File: src/rtl/pd_release_seq.sv
module pd_release_seq #(
  parameter int DW = 24,
  parameter int SLV_FRAMES = 4132,
  parameter int MST_FRAMES = 4129
) (
  input  logic          clk,
  input  logic          pwr_on_i,
  input  logic          master_i,
  input  logic          frm_clk_i,
  input  logic          bit_clk_i,
  input  logic [DW-1:0] sample_i,
  output logic [DW-1:0] sample_o,
  output logic          frm_clk_o,
  output logic          bit_clk_o,
  output logic          ready_o
);
  localparam int MAXF = (SLV_FRAMES > MST_FRAMES) ? SLV_FRAMES : MST_FRAMES;
  localparam int CW = $clog2(MAXF + 1);

  logic          frm_q;
  logic          live_q;
  logic [CW-1:0] cnt_q;
  logic [CW-1:0] limit;
  logic          frm_rise;

  assign limit    = master_i ? CW'(MST_FRAMES) : CW'(SLV_FRAMES);
  assign frm_rise = frm_clk_i & ~frm_q;

  always_ff @(posedge clk or negedge pwr_on_i) begin
    if (!pwr_on_i) begin
      frm_q  <= 1'b1;
      cnt_q  <= '0;
      live_q <= 1'b0;
    end else begin
      frm_q <= frm_clk_i;
      if (frm_rise && !live_q) begin
        if (cnt_q == limit) live_q <= 1'b1;
        else                cnt_q  <= cnt_q + 1'b1;
      end
    end
  end

  assign ready_o   = live_q & pwr_on_i;
  assign sample_o  = ready_o ? sample_i : '0;
  assign frm_clk_o = master_i & pwr_on_i & frm_clk_i;
  assign bit_clk_o = master_i & pwr_on_i & bit_clk_i;
endmodule

File: config.mk
export PLATFORM = sky130hd
export DESIGN_NAME = pd_release_seq
export DESIGN_NICKNAME = d
export VERILOG_FILES = /design/src/rtl/pd_release_seq.sv
export SDC_FILE = /design/constraint.sdc
export NUM_CORES = 1
export LEC_CHECK = 0
export ABC_AREA = 1
export CORE_MARGIN = 8
export CORE_UTILIZATION = 42
export CTS_CLUSTER_DIAMETER = 200
export CTS_CLUSTER_SIZE = 40
export DETAILED_ROUTE_END_ITERATION = 10
export GPL_TIMING_DRIVEN = 0
export PLACE_DENSITY_LB_ADDON = 0.3
export SLEW_MARGIN = 20
export SYNTH_ARGS = -nofsm -noshare
export SYNTH_HDL_FRONTEND = slang
export SYNTH_SLANG_ARGS = --single-unit
export TNS_END_PERCENT = 10
File: constraint.sdc
create_clock -name clk -period 3.1 [get_ports clk]
set_clock_uncertainty 0.15 [all_clocks]
set_input_delay 0.62 -clock clk [delete_from_list [all_inputs] [get_ports clk]]
set_output_delay 0.62 -clock clk [all_outputs]
set_load 0.01 [all_outputs]
==> results.txt, run 1 <==
The critical-path maximum fanout came out at 18. The number of distinct library cells after synthesis is 21. Port buffering added 55 buffers. The tightest min-delay check is of the in2async type. The slowest stage of the critical path is the clkdlybuf4s50_1 cell. The power per cell area came out at 252 nW/um2. 0 antenna diodes ended up in the layout.

The synthesized area divided by synthesized cell count is 6.56 um2. The worst setup path is captured at an output pin. The data arrival at the endpoint of the critical path came out at 2060 ps.

After clock tree synthesis, the flow added hold-fix buffers numbering 0. Global routing used 14.7% of the available tracks across all layers. The analysis attributes to cell leakage a power of 0.894 nW.

Clock latency on the worst-skew pair, taken at its later pin, is 290 ps. The H-tree depth reported by CTS is 1. After detailed routing, the average wire length per cell comes to 12.5 um.

The detail-routed via count per cell came out at 4.54. The vertical die dimension is 65.8 um. The fraction of layout instances using a drive strength above 1 came out at 6.42%.

dfrtp_1 takes more of the synthesized area than any other cell. The number of sinks driven by the clock tree came out at 15. The area enclosed by the die boundary came out at 4330 um2. The initial antenna violation count was 0. The final critical path takes up 91.3% of the cycle. The aggregate global routing overflow is 0. The placed instances occupy a cell area of 1630 um2. The total area of sequential cells is 377 um2.

The fraction of post-synthesis cell area in the top cell type by area came out at 33.6%. The peak ir drop on the vdd network is 0.000275 V. The first routing iteration left 41 violations.

The layout has 194 filler cells. The Yosys step of the flow raised 0 warnings. The critical path crosses 5 cells after its start point. By area the synthesized netlist is led by dfrtp_1 (34%), inv_1 (15%), nor2_1 (13%), nand2_1 (12%), xor2_1 (5.0%). TritonCTS built the clock tree. The final standard cell area without fillers came out at 1650 um2.

The routability congestion estimate from global placement is 0.854. In this run, CTS created clock tree buffers numbering 3. The headroom to the max-slew limit came out at 73.9%. The sum of routed wire length over all layers came out at 3090 um. The I/O pin count came out at 56. The number of antenna-violating nets in the routed design is 0. The critical path's largest stage delay came out at 580 ps. The starting density of the core is 43.3%. The cell count of the worst reg-to-reg path is 8.

The total area inside the core boundary comes to 2410 um2. The total setup violations reported at the end of the flow came out at 0. The worst-case register-to-register setup slack came out at 1500 ps. The max capacitance violation total is 0.

The sequential area share after synthesis came out at 36.1%. The number of storage elements in the synthesis netlist is 15. The synthesized net count is 189. Detailed placement finished with a half-perimeter wire length of 2660 um. The final critical path time including I/O delays and setup is 2830 ps. For the worst setup path, the data required time is 2330 ps. Traced cell by cell, the critical path runs through clkbuf_4 > nand2_1 > clkbuf_1 > nor2_1 > clkdlybuf4s50_1. The maximum number of pins on one net before global-route repair is 19. Setup repair after global routing left no endpoint under its margin. The width of the chip came out at 65.8 um. The total area of multi-input combinational cells came out at 497 um2.

The first global-routing pass estimated 5090 um of wire. The transition time at the pin with the least slew margin came out at 392 ps. The clock tree buffer depth came out at 2. The initialized floorplan defines 18 standard-cell rows. Relative to the synthesized area, the layout overhead comes to 58.7%.

STA classifies the critical path startpoint as an input pin. The number of global-route vias before repair is 1087. The run finished with clean final reports.

The final count of hold timing violations is 0. The number of setup buffers added after CTS is 0. By startpoint and endpoint, the worst setup path is classified as in2out. After technology mapping, the gate count stands at 159. The area of the mapped netlist is 1040 um2. The total via count after detailed routing came out at 1125. Timing would allow up to 353 MHz.

The family with the most delay on the worst path is buffers and inverters. Summed over all failing endpoints, the final setup total negative slack is 0 ps. The number of nets in the finished design is 249. Power comes to 0.418 mW. The cell sitting at the root of the clock tree is a clkbuf_4. After detailed routing, the number of remaining DRC violations is 0. Together, buffers and inverters on the worst path number 3. The first-pass detailed-route iteration total came out at 4. The clock-pin slew of the registers on the worst-case setup and hold paths came out at 90 ps.

The final count of pins violating max slew is 0.
cell usage in the layout (no fill, tap or decap):
cell	instances
o21ai_0	1
o21ai_1	1
nor3_1	2
nor2_1	35
nand2_4	1
dfrtp_1	14
xor2_1	6
clkbuf_4	4
nand2_1	33
nor2_4	2
nand3_4	1
clkdlybuf4s50_1	54
inv_1	42
nand3_2	3
xnor2_1	1
clkbuf_1	3
o21bai_1	1
and3_1	2
dfstp_2	1
inv_2	1
nand3_1	8
ha_1	1
nand2_2	1
where the power goes:
group          switching (mW)  internal (mW)  total (mW)
combinational          0.0410         0.0664       0.107
clock                  0.0632         0.0501       0.113
sequential           0.000145          0.197       0.197
worst paths after layout:
path	from	end
setup / recovery	pwr_on_i	sample_o[6]
hold / removal	pwr_on_i	cnt_q[8]$_DFFE_PN0P_
setup reg to reg	cnt_q[0]$_DFFE_PN0P_	cnt_q[12]$_DFFE_PN0P_
hold reg to reg	cnt_q[6]$_DFFE_PN0P_	cnt_q[6]$_DFFE_PN0P_
max in group asynchronous	pwr_on_i	frm_q$_DFF_PN1_
min in group clk	cnt_q[6]$_DFFE_PN0P_	cnt_q[6]$_DFFE_PN0P_
worst register-to-register path, delay by kind of cell, from the launching register on:
| family | cells | cell delay (ps) |
|---|---|---|
| flip-flops | 1 | 460 |
| buffers and inverters | 1 | 30 |
| adder cells (fa/ha/maj) | 1 | 240 |
| AND/OR/NAND/NOR | 6 | 600 |
cell usage after synthesis:
| cell | number |
|---|---|
| inv_1 | 42 |
| ha_1 | 1 |
| and3_1 | 2 |
| nor2_4 | 2 |
| xor2_1 | 6 |
| nand2_4 | 1 |
| nand3_4 | 1 |
| dfrtp_1 | 14 |
| nand2_2 | 1 |
| o21ai_0 | 1 |
| o21bai_1 | 1 |
| nor3_1 | 2 |
| o21ai_1 | 1 |
| nor2_1 | 35 |
| inv_2 | 1 |
| nand2_1 | 33 |
| nand3_1 | 8 |
| xnor2_1 | 1 |
| clkbuf_1 | 2 |
| dfstp_2 | 1 |
| nand3_2 | 3 |
layer usage:
layer / track usage, % / vias to the layer above / routed length [um]
li1: - / 577 / -
met2: 25.5 / 43 / 1420
met4: 4.90 / 0 / 38
met3: 3.90 / 5 / 261
met5: 0 / - / 0
met1: 17.1 / 500 / 1370
cell type report:
cell class | instances | area share [%]
repair buffers | 55 | 33.1
multi-input cells | 99 | 30.0
flip-flops and latches | 15 | 22.8
inverters | 43 | 9.76
well taps | 30 | 2.27
clock buffers | 4 | 1.59
plain buffers | 2 | 0.454
registers in the layout (all words and copies together) (netlist names):
register	count
cnt_q	13
frm_q	1
live_q	1
timing repair:
item                                   in CTS  in global routing
cloned                                      0                  0
setup endpoints to repair                  27                 20
endpoints found under the hold margin       0                  0
gates resized for setup                     3                  3
cell families (layout without fill, tap and decap cells):
| group | count (synthesis) | after routing | synth area share, % |
|---|---|---|---|
| AND/OR/NAND/NOR | 88 | 88 | 38.9 |
| buffers and inverters | 45 | 104 | 16.2 |
| flip-flops | 15 | 15 | 36.1 |
| XOR/XNOR | 7 | 7 | 5.88 |
| AO/OA/AOI/OAI | 3 | 3 | 1.68 |
| adder cells (fa/ha/maj) | 1 | 1 | 1.20 |
metrics by stage:
step	hold WS, ps	setup WS [ps]	util [%]	std cells
finish	53.8	269	68.6	248
global route	67.3	107	68.6	248
CTS	209	1.85	68.8	248
detailed placement	353	-599	67.7	244
global placement	350	-545	67.7	244
floorplan	174	1170	-	159
No activity file was read; power rests on OpenSTA's default activity.
==> run 2, diff against run 1 <==
--- a/config.mk
+++ b/config.mk
@@ -17,4 +17,3 @@
 export SYNTH_ARGS = -nofsm -noshare
 export SYNTH_HDL_FRONTEND = slang
 export SYNTH_SLANG_ARGS = --single-unit
-export TNS_END_PERCENT = 10
==> results of run 2 <==
Final layout, timing and power as in run 1 (identical DEF).
==> run 3, diff against run 2 <==
--- a/config.mk
+++ b/config.mk
@@ -12,6 +12,7 @@
 export CTS_CLUSTER_SIZE = 40
 export DETAILED_ROUTE_END_ITERATION = 10
 export GPL_TIMING_DRIVEN = 0
+export HOLD_SLACK_MARGIN = 0.08
 export PLACE_DENSITY_LB_ADDON = 0.3
 export SLEW_MARGIN = 20
 export SYNTH_ARGS = -nofsm -noshare
==> results.txt, run 3 (same netlist as run 1, synthesis figures left out) <==
The flow ran to the end, and the final reports show no timing, DRC or antenna violations. The final count of hold timing violations is 0 (unchanged). The width of the chip came out at 65.8 um (unchanged). The detail-routed via count per cell is 4.54 (+0.13%). The summed negative setup slack over all endpoints came out at 0 ps (unchanged). TritonCTS built the clock tree. The tightest min-delay check is of the in2async type. The total buffers and inverters traversed by the critical path is 2 (-1). The number of setup buffers added after CTS was 0 (unchanged). The cell count of the worst reg-to-reg path came out at 8 (unchanged). The violation count after the first detailed-routing iteration was 38 (-7.3%). The area growth from synthesis to layout came out at 59.7%.

The worst-case register-to-register setup slack is 1500 ps (about the same). The insertion delay of the later-clocked pin in the worst-skew pair came out at 290 ps (about the same). The placement row count came out at 18 (unchanged). The total via count after detailed routing came out at 1131 (+0.53%). The data arrival at the endpoint of the critical path came out at 1910 ps (-150 ps).

The max capacitance violation total is 0 (unchanged). The I/O pin count came out at 56 (unchanged). The routability congestion estimate from global placement came to 0.854 (unchanged).

Setup repair after global routing left no endpoint under its margin. The critical path's largest stage delay is 570 ps (about the same). Walking the worst path, the cells encountered are clkdlybuf4s50_1 > and3_1 > clkdlybuf4s50_1.

The placed wire-length estimate after detailed placement came out at 2660 um (unchanged). The total setup violations reported at the end of the flow was 0 (unchanged). Leaving out fill and tap cells, the most frequent cell in the layout is clkdlybuf4s50_1.

The vertical die dimension is 65.8 um (unchanged). The headroom to the max-slew limit came out at 57.0% (-17 points). The aggregate global routing overflow came out at 0 (unchanged). The total design power is 0.419 mW (+0.30%).

The number of sinks driven by the clock tree came out at 15 (unchanged). The final count of pins violating max slew came out at 0 (unchanged). The number of flip-flops under the largest register name came out at 13 (unchanged). The capture instance of the worst register-to-register path is cnt_q[12]$_DFFE_PN0P_. The largest registers in the layout are cnt_q x13, frm_q x1, live_q x1. The share of the cycle needed by the critical path after routing came out at 86.3% (-5.0 points). The clock tree buffer depth was 2 (unchanged). The starting density of the core is 43.3% (unchanged). The clock-pin slew of the registers on the worst-case setup and hold paths was 90 ps (about the same). The critical-path maximum fanout came out at 4 (-14). The area enclosed by the die boundary came to 4330 um2 (unchanged). The final critical path time including I/O delays and setup came out at 2680 ps (-156 ps). The number of antenna-violating nets in the routed design came to 0 (unchanged). The critical path start-end classification is in2out.

The number of global-route vias before repair is 1087 (unchanged). The initial antenna violation count is 0 (unchanged). The wire length of the first global-routing pass came out at 5090 um (unchanged). STA classifies the critical path startpoint as an input pin. The leakage dissipation is 0.898 nW (+0.47%). The number of nets in the finished design was 250 (+0.40%).

The number of antenna cells inserted came out at 0 (unchanged). The fill cell instance count of the final layout came out at 194 (unchanged). The number of port buffers is 55 (unchanged). The first-pass detailed-route iteration total is 4 (unchanged). The H-tree depth reported by CTS came out at 1 (unchanged). The critical path capture point type is an output pin.

The sum of routed wire length over all layers was 3140 um (+1.5%). The maximum number of pins on one net before global-route repair is 19 (unchanged). The TritonCTS buffer count came out at 3 (unchanged).

The startpoint identified for the worst register-to-register timing path is cnt_q[0]$_DFFE_PN0P_. By instance count, the cell type seen most on the critical path is clkdlybuf4s50_1. Ranked by flip-flop count, first place goes to cnt_q. The power per cell area is 252 nW/um2 (-0.30%). The peak ir drop on the vdd network was 0.000275 V (about the same). The required arrival time at the worst endpoint is 2330 ps (about the same). The transition time at the pin with the least slew margin came out at 642 ps (+250 ps). The overall global routing resource usage is 14.7% (unchanged). The area of the core region came out at 2410 um2 (unchanged). The number of DRC violations after detailed routing is 0 (unchanged).

The fraction of layout instances using a drive strength above 1 came out at 6.39% (-0.029 points). The achievable frequency came out at 374 MHz (+5.8%). The largest individual stage delay along the critical path comes from the cell clkdlybuf4s50_1.

The cell chosen for the clock root is clkbuf_4. In the layout the commonest cells are clkdlybuf4s50_1 (54), inv_1 (42), nor2_1 (35), nand2_1 (33), dfrtp_1 (14). Grouping stages by cell kind, the critical path spends the most delay in buffers and inverters. The routed length per placed instance came out at 12.6 um (+1.1%).
run 3: changes by cell type in the layout (fill, tap and decap cells not counted), sizes merged:
cell         delta
dlygate4sd3     +1
run 3: per-layer routing:
layer	track usage [%]	vias to the layer above	part of all wire, %
met5	0	-	0
met4	4.90	0	1.2
met3	3.90	5	8.3
met2	25.5	43	47
met1	17.1	504	44
li1	-	579	-
run 3: layout make-up:
type,instances,area (um2),share of cell area [%]
Buffer,2,7.51,0.451
Clock buffer,4,26.3,1.58
Inverter,43,161,9.70
Multi-Input combinational cell,99,497,29.8
Sequential cell,15,377,22.6
Tap cell,30,37.5,2.26
Timing Repair Buffer,56,558,33.5
run 3: worst max path at each step:
stage                   start  slack [ps]           to  cells past startpoint
floorplan            pwr_on_i        1170      ready_o                      3
global placement     pwr_on_i        -550  sample_o[9]                      5
detailed placement   pwr_on_i        -600  sample_o[6]                      5
CTS                  pwr_on_i           2  sample_o[6]                      5
global route         pwr_on_i         310  sample_o[6]                      5
finish              frm_clk_i         420    frm_clk_o                      3
run 3: through the flow:
step                      area [um2]  setup slack, ps  util (%)  cells  hold WS (ps)
after global placement          1630             -545      67.7    244           350
after detailed placement        1630             -599      67.7    244           353
final                           1660              425      69.1    249           151
after CTS                       1660             1.85      68.8    248           209
after global routing            1660              309      69.1    249           158
after floorplan                 1040             1170         -    159           174
run 3: power breakdown:
| part | internal, mW | switching [mW] |
|---|---|---|
| clock network | 0.0501 | 0.0632 |
| registers | 0.197 | 0.000146 |
| logic | 0.0673 | 0.0414 |
run 3: what timing repair did:
item | in CTS | in global routing
hold buffers | 0 | 1
endpoints found under the setup margin | 27 | 20
gates resized for setup | 3 | 3
hold endpoints to repair | 0 | 14
